### config.mk
export PLATFORM = sky130hd
export DESIGN_NAME = bus_width_matcher
export DESIGN_NICKNAME = d
export VERILOG_FILES = /design/src/rtl/bwm_pkg.sv /design/src/rtl/bwm_cfg_reg.sv /design/src/rtl/bwm_lane_decode.sv /design/src/rtl/bwm_read_steer.sv /design/src/rtl/bwm_write_steer.sv /design/src/rtl/bus_width_matcher.sv
export SDC_FILE = /design/constraint.sdc
export NUM_CORES = 1
export LEC_CHECK = 0
export CAP_MARGIN = 20
export CORE_MARGIN = 2
export CORE_UTILIZATION = 32
export CTS_CLUSTER_DIAMETER = 120
export DETAILED_ROUTE_END_ITERATION = 8
export GPL_ROUTABILITY_DRIVEN = 1
export PLACE_DENSITY = 0.95
export SYNTH_ARGS = -nofsm -noshare
export SYNTH_HDL_FRONTEND = slang
export SYNTH_SLANG_ARGS = --single-unit
### constraint.sdc
create_clock -name clk -period 3.41 [get_ports clk]
set_input_delay 0.682 -clock clk [delete_from_list [all_inputs] [get_ports clk]]
set_output_delay 0.682 -clock clk [all_outputs]
set_load 0.01 [all_outputs]
### src/rtl/bwm_pkg.sv
package bwm_pkg;

    localparam int NUM_LANES = 4;
    localparam int HALF      = NUM_LANES / 2;
    localparam int SEL_W     = $clog2(NUM_LANES);

    typedef enum logic [1:0] {
        MODE_W36 = 2'b00,
        MODE_OFF = 2'b01,
        MODE_W18 = 2'b10,
        MODE_W9  = 2'b11
    } mode_e;

    typedef struct packed {
        mode_e mode;
        logic  armed;
    } cfg_state_t;

endpackage

### src/rtl/bwm_cfg_reg.sv
module bwm_cfg_reg
    import bwm_pkg::*;
(
    input  logic       clk,
    input  logic       rst_n,
    input  logic [1:0] cfg_in,
    output mode_e      mode_q,
    output logic       access_ok
);

    cfg_state_t st_d, st_q;

    always_comb begin
        st_d       = st_q;
        st_d.mode  = mode_e'(cfg_in);
        st_d.armed = 1'b1;
    end

    always_ff @(posedge clk or negedge rst_n) begin
        if (!rst_n) begin
            st_q <= '{mode: MODE_W36, armed: 1'b0};
        end else begin
            st_q <= st_d;
        end
    end

    assign mode_q    = st_q.mode;
    assign access_ok = st_q.armed && (cfg_in == st_q.mode);

endmodule

### src/rtl/bwm_lane_decode.sv
module bwm_lane_decode
    import bwm_pkg::*;
(
    input  mode_e                mode,
    input  logic                 sel_hi,
    input  logic                 sel_lo,
    output logic [NUM_LANES-1:0] lane_mask,
    output logic [NUM_LANES-1:0] grp_mask
);

    logic [SEL_W-1:0] lane_idx;
    assign lane_idx = {sel_hi, sel_lo};

    for (genvar i = 0; i < NUM_LANES; i++) begin : g_lane
        always_comb begin
            unique case (mode)
                MODE_W36: begin
                    lane_mask[i] = 1'b1;
                    grp_mask[i]  = 1'b1;
                end
                MODE_W18: begin
                    lane_mask[i] = ((i / HALF) == int'(sel_hi));
                    grp_mask[i]  = (i < HALF);
                end
                MODE_W9: begin
                    lane_mask[i] = (i == int'(lane_idx));
                    grp_mask[i]  = (i == 0);
                end
                default: begin
                    lane_mask[i] = 1'b0;
                    grp_mask[i]  = 1'b0;
                end
            endcase
        end
    end

endmodule

### src/rtl/bwm_read_steer.sv
module bwm_read_steer
    import bwm_pkg::*;
#(
    parameter int LANE_W = 9,
    localparam int WORD_W = LANE_W * NUM_LANES
) (
    input  mode_e                mode,
    input  logic                 sel_hi,
    input  logic                 sel_lo,
    input  logic                 rd_go,
    input  logic [NUM_LANES-1:0] grp_mask,
    input  logic [WORD_W-1:0]    mem_rdata,
    output logic [WORD_W-1:0]    pin_dout,
    output logic [NUM_LANES-1:0] pin_oe
);

    logic [LANE_W-1:0] lane_rd  [NUM_LANES];
    logic [LANE_W-1:0] lane_raw [NUM_LANES];
    logic [SEL_W-1:0]  lane_idx;

    assign lane_idx = {sel_hi, sel_lo};

    for (genvar g = 0; g < NUM_LANES; g++) begin : g_grp
        assign lane_rd[g] = mem_rdata[g*LANE_W +: LANE_W];

        if (g == 0) begin : g_first
            always_comb begin
                unique case (mode)
                    MODE_W36: lane_raw[g] = lane_rd[g];
                    MODE_W18: lane_raw[g] = sel_hi ? lane_rd[HALF+g] : lane_rd[g];
                    MODE_W9:  lane_raw[g] = lane_rd[lane_idx];
                    default:  lane_raw[g] = '0;
                endcase
            end
        end else if (g < HALF) begin : g_low
            always_comb begin
                unique case (mode)
                    MODE_W36: lane_raw[g] = lane_rd[g];
                    MODE_W18: lane_raw[g] = sel_hi ? lane_rd[HALF+g] : lane_rd[g];
                    default:  lane_raw[g] = '0;
                endcase
            end
        end else begin : g_high
            always_comb begin
                lane_raw[g] = (mode == MODE_W36) ? lane_rd[g] : '0;
            end
        end

        assign pin_oe[g]                    = rd_go & grp_mask[g];
        assign pin_dout[g*LANE_W +: LANE_W] = pin_oe[g] ? lane_raw[g] : '0;
    end

endmodule

### src/rtl/bwm_write_steer.sv
module bwm_write_steer
    import bwm_pkg::*;
#(
    parameter int LANE_W = 9,
    localparam int WORD_W = LANE_W * NUM_LANES
) (
    input  mode_e                mode,
    input  logic                 wr_go,
    input  logic [NUM_LANES-1:0] lane_mask,
    input  logic [WORD_W-1:0]    pin_din,
    output logic [WORD_W-1:0]    mem_wdata,
    output logic [NUM_LANES-1:0] mem_lane_we
);

    for (genvar i = 0; i < NUM_LANES; i++) begin : g_lane
        localparam int SRC18 = i % HALF;

        always_comb begin
            unique case (mode)
                MODE_W18: mem_wdata[i*LANE_W +: LANE_W] = pin_din[SRC18*LANE_W +: LANE_W];
                MODE_W9:  mem_wdata[i*LANE_W +: LANE_W] = pin_din[0 +: LANE_W];
                default:  mem_wdata[i*LANE_W +: LANE_W] = pin_din[i*LANE_W +: LANE_W];
            endcase
        end

        assign mem_lane_we[i] = wr_go & lane_mask[i];
    end

endmodule

### src/rtl/bus_width_matcher.sv
module bus_width_matcher
    import bwm_pkg::*;
#(
    parameter int LANE_W = 9,
    localparam int WORD_W = LANE_W * NUM_LANES
) (
    input  logic                 clk,
    input  logic                 rst_n,
    input  logic                 cfg_narrow,
    input  logic                 cfg_alt,
    input  logic                 sel_hi,
    input  logic                 sel_lo,
    input  logic                 acc_en,
    input  logic                 acc_we,
    input  logic                 acc_oe,
    input  logic [WORD_W-1:0]    pin_din,
    output logic [WORD_W-1:0]    pin_dout,
    output logic [NUM_LANES-1:0] pin_oe,
    input  logic [WORD_W-1:0]    mem_rdata,
    output logic [WORD_W-1:0]    mem_wdata,
    output logic [NUM_LANES-1:0] mem_lane_we,
    output logic                 flag_sel
);

    mode_e                mode;
    logic                 access_ok;
    logic                 go;
    logic                 rd_go;
    logic                 wr_go;
    logic [NUM_LANES-1:0] lane_mask;
    logic [NUM_LANES-1:0] grp_mask;

    bwm_cfg_reg i_cfg (
        .clk       (clk),
        .rst_n     (rst_n),
        .cfg_in    ({cfg_narrow, cfg_alt}),
        .mode_q    (mode),
        .access_ok (access_ok)
    );

    assign go       = acc_en & access_ok;
    assign rd_go    = go & ~acc_we & acc_oe;
    assign wr_go    = go & acc_we;
    assign flag_sel = go & (mode == MODE_OFF);

    bwm_lane_decode i_dec (
        .mode      (mode),
        .sel_hi    (sel_hi),
        .sel_lo    (sel_lo),
        .lane_mask (lane_mask),
        .grp_mask  (grp_mask)
    );

    bwm_read_steer #(.LANE_W(LANE_W)) i_rd (
        .mode      (mode),
        .sel_hi    (sel_hi),
        .sel_lo    (sel_lo),
        .rd_go     (rd_go),
        .grp_mask  (grp_mask),
        .mem_rdata (mem_rdata),
        .pin_dout  (pin_dout),
        .pin_oe    (pin_oe)
    );

    bwm_write_steer #(.LANE_W(LANE_W)) i_wr (
        .mode        (mode),
        .wr_go       (wr_go),
        .lane_mask   (lane_mask),
        .pin_din     (pin_din),
        .mem_wdata   (mem_wdata),
        .mem_lane_we (mem_lane_we)
    );

endmodule

==> metrics.md <==
| Metric | Value |
|---|---|
| Outcome | complete, no violations |
| DRT Pass-1 Iters | 4 |
| Die Wd | 74.2 microns |
| Post-CTS resize count | 0 |
| Hold_buf cts | 0 |
| Row count | 25 |
| Number of synthesized register bits | 3 |
| CTS tree | built |
| Starting Density | 33.2% |
| Htree depth | 1 |
| DR vias | 2,144 |
| Hold crit path type | input port to asynchronous set/reset pin |
| Netlist Area Pre-Place | 1580 sq um |
| Placer Congestion | 0.865 |
| Clock Power Share | 21.8% |
| Final HPWL DP | 5.34 mm |
| Grt total ovfl | 0 |
| Number of synthesized flops with an enable pin | 0 |
| Dpl ws | 0.0431 ns |
| Gate Count Post-Synth | 188 |
| Die Footprint | 5510 sq um |
| Syn nets | 269 |
| Largest net degree at the start of global routing | 33 |
| Pwr dens | 146 nW/um^2 |
| Fill cells | 365 |
| Dominant cell type by area after synthesis | mux2_2 |
| GRT Total Usage | 22.7% |
| WL per Instance | 16.7 microns |
| Sink Count | 3 |
| Final hold vios | 0 |
| Max stage delay on crit path | 0.60 ns |
| Min Tclk post-route | 3.34 ns |
| TritonCTS Buffers | 3 |
| Most used cell, CP | clkdlybuf4s50_1 |
| Clock buffer depth | 2 |
| Setup TNS | 0 ns |
| Vias in the first global route | 2,158 |
| Post-synth top cells | 27 x mux2_2, 21 x nand2_1, 19 x a21oi_1 |
| Multi-input logic area | 1300 sq um |
| Fin crit share | 97.9% |
| RSZ-0062 raised after global routing | false |
| Required @ worst endpoint | 2.73 ns |
| CP delay by family, top | buffers and inverters |
| Post-DRT Antenna Nets | 0 |
| Worst vdd ir | 0.164 mV |
| Reg power frac | 8.9% |
| Switching Share | 33.6% |
| Routed wire length | 6.71 mm |
| Register area | 77.6 sq um |
| 1st-iter DRT viols | 92 |
| Clock slew at reported path FFs | 0.03 ns |
| Combinational share of power | 69.3% |
| Max Clk Rate | 0.299 GHz |
| Top FF cell, synth | dfrtp_1 |
| IO Pins | 162 |
| Cell variety after synth | 29 |
| P&R area growth vs syn | 106% |
| Max Cap Viol | 0 |
| Ant diodes | 0 |
| Initial antenna violation count | 0 |
| Top-area cell type share of the netlist area | 19.3% |
| Leak pwr | 0.00125 uW |
| Top-count cell post-synth | mux2_2 |
| Worst setup margin | 0.0708 ns |
| Global-route wire length before repair | 9.84 mm |
| Synth top area cells | mux2_2 19%, nor4b_2 17%, a211oi_2 6.3%, a21oi_1 6.0%, mux2i_1 5.7% |
| NetSw | 160 uW |
| Bufs and invs on worst path | 3 |
| Fraction of layout cells with a size suffix above 1 | 22.7% |
| Setup Fix Bufs, Post-CTS | 0 |
| Crit end category | output pin |
| Worst-path maximum fanout | 29 |
| Crit path launch type | input port |
| Syn_area_per_cell | 8.40 sq um |
| Die height | 74.2 microns |
| Core Box Area | 4750 sq um |
| Root Driver | clkbuf_8 |
| Critical path class | input port to output pin |
| Vias per cell | 5.33 |
| Final Slew Violations | 0 |
| Fin nets | 417 |
| Async set-reset flop share out of synthesis | 100% |
| Post-route DRC | 0 |
| Internal power | 315 uW |
| CP max-delay cell | clkdlybuf4s50_1 |
| IO Port Bufs | 161 |
| Finish-stage setup viols | 0 |
| Register area share after synthesis | 4.75% |
| Worst-path cell chain | clkdlybuf4s50_1, xnor2_4, nand4_2, buf_12, nor4b_2, clkdlybuf4s50_1 |
| Synth warn | 0 |
| WP data arrival | 2.66 ns |
-- worst paths after layout --
| check | to | depth (start not counted) | start |
|---|---|---|---|
| worst max-delay path | pin_dout[27] | 6 | cfg_narrow |
| worst min-delay path | i_cfg.mode_q[1] | 1 | rst_n |
| max in group asynchronous | i_cfg.mode_q[0] | 1 | rst_n |
| min in group clk | i_cfg.mode_q[0] | 1 | cfg_alt |
-- registers in the layout, indices dropped and copies added (netlist names) --
| signal | count |
|---|---|
| i_cfg.st_q | 1 |
| i_cfg.mode_q | 2 |
-- metal layers --
metal	global-route usage, %	vias to the layer above	part of all wire (%)
li1	-	1001	-
met1	24.2	1008	35
met2	43.8	125	53
met3	4.47	10	8.8
met4	8.33	0	2.5
met5	0	-	0
-- cells by family (layout without fill, tap and decap cells) --
family	after synthesis	in the layout	synth area share, %
buffers and inverters	33	180	13.3
and+or+nand+nor	67	67	31.9
DFF	3	3	4.75
muxes	36	36	25.0
AOI/OAI and AO/OA	46	46	22.1
xor gates and xnor gates	2	2	2.77
other	1	1	0.237
-- stage by stage --
| step | std cells | instance area (sq um) | util (%) | power (uW) | hold WS (ns) |
|---|---|---|---|---|---|
| final | 402 | 3250 | 68.3 | 474 | 0.650 |
| after global routing | 402 | 3250 | 68.3 | 504 | 0.648 |
| after CTS | 402 | 3230 | 67.9 | 479 | 0.648 |
| after detailed placement | 398 | 3180 | 67.0 | 370 | 0.877 |
| after global placement | 398 | 3180 | 67.0 | 364 | 0.873 |
| after floorplan | 188 | 1580 | - | 183 | 0.386 |
-- layout make-up --
cell class / instances / share of cell area [%]
Multi-Input combinational cell: 152 / 39.9
Clock buffer: 4 / 1.39
Sequential cell: 3 / 2.39
Inverter: 2 / 0.231
Timing Repair Buffer: 174 / 53.5
Tap cell: 67 / 2.58
-- placed cells by master (no fill, tap or decap), types with 2 or more instances in the layout --
cell and n:
inv_1 2, nand4_1 2, clkbuf_8 3, nor4b_2 18, mux2i_1 9, a21oi_1 19
nor2_1 12, clkdlybuf4s50_1 154, o211ai_1 9, mux2_2 27, dfrtp_2 2, a211oi_2 8
and2_1 2, dlymetal6s2s_1 7, buf_4 12, a32oi_1 9, nor3_1 4, nor2b_1 3
nand2_1 20
-- power groups by stage --
| stage | clock (uW) | combinational (uW) | sequential (uW) |
|---|---|---|---|
| 2_1_floorplan | 0 | 145 | 38.6 |
| 3_3_place_gp | 0 | 322 | 42.8 |
| 3_5_place_dp | 0 | 327 | 42.8 |
| 4_1_cts | 106 | 330 | 42.4 |
| 5_1_grt | 111 | 350 | 43.0 |
| 6_report | 103 | 329 | 42.4 |
No activity file was read; power rests on OpenSTA's default activity.
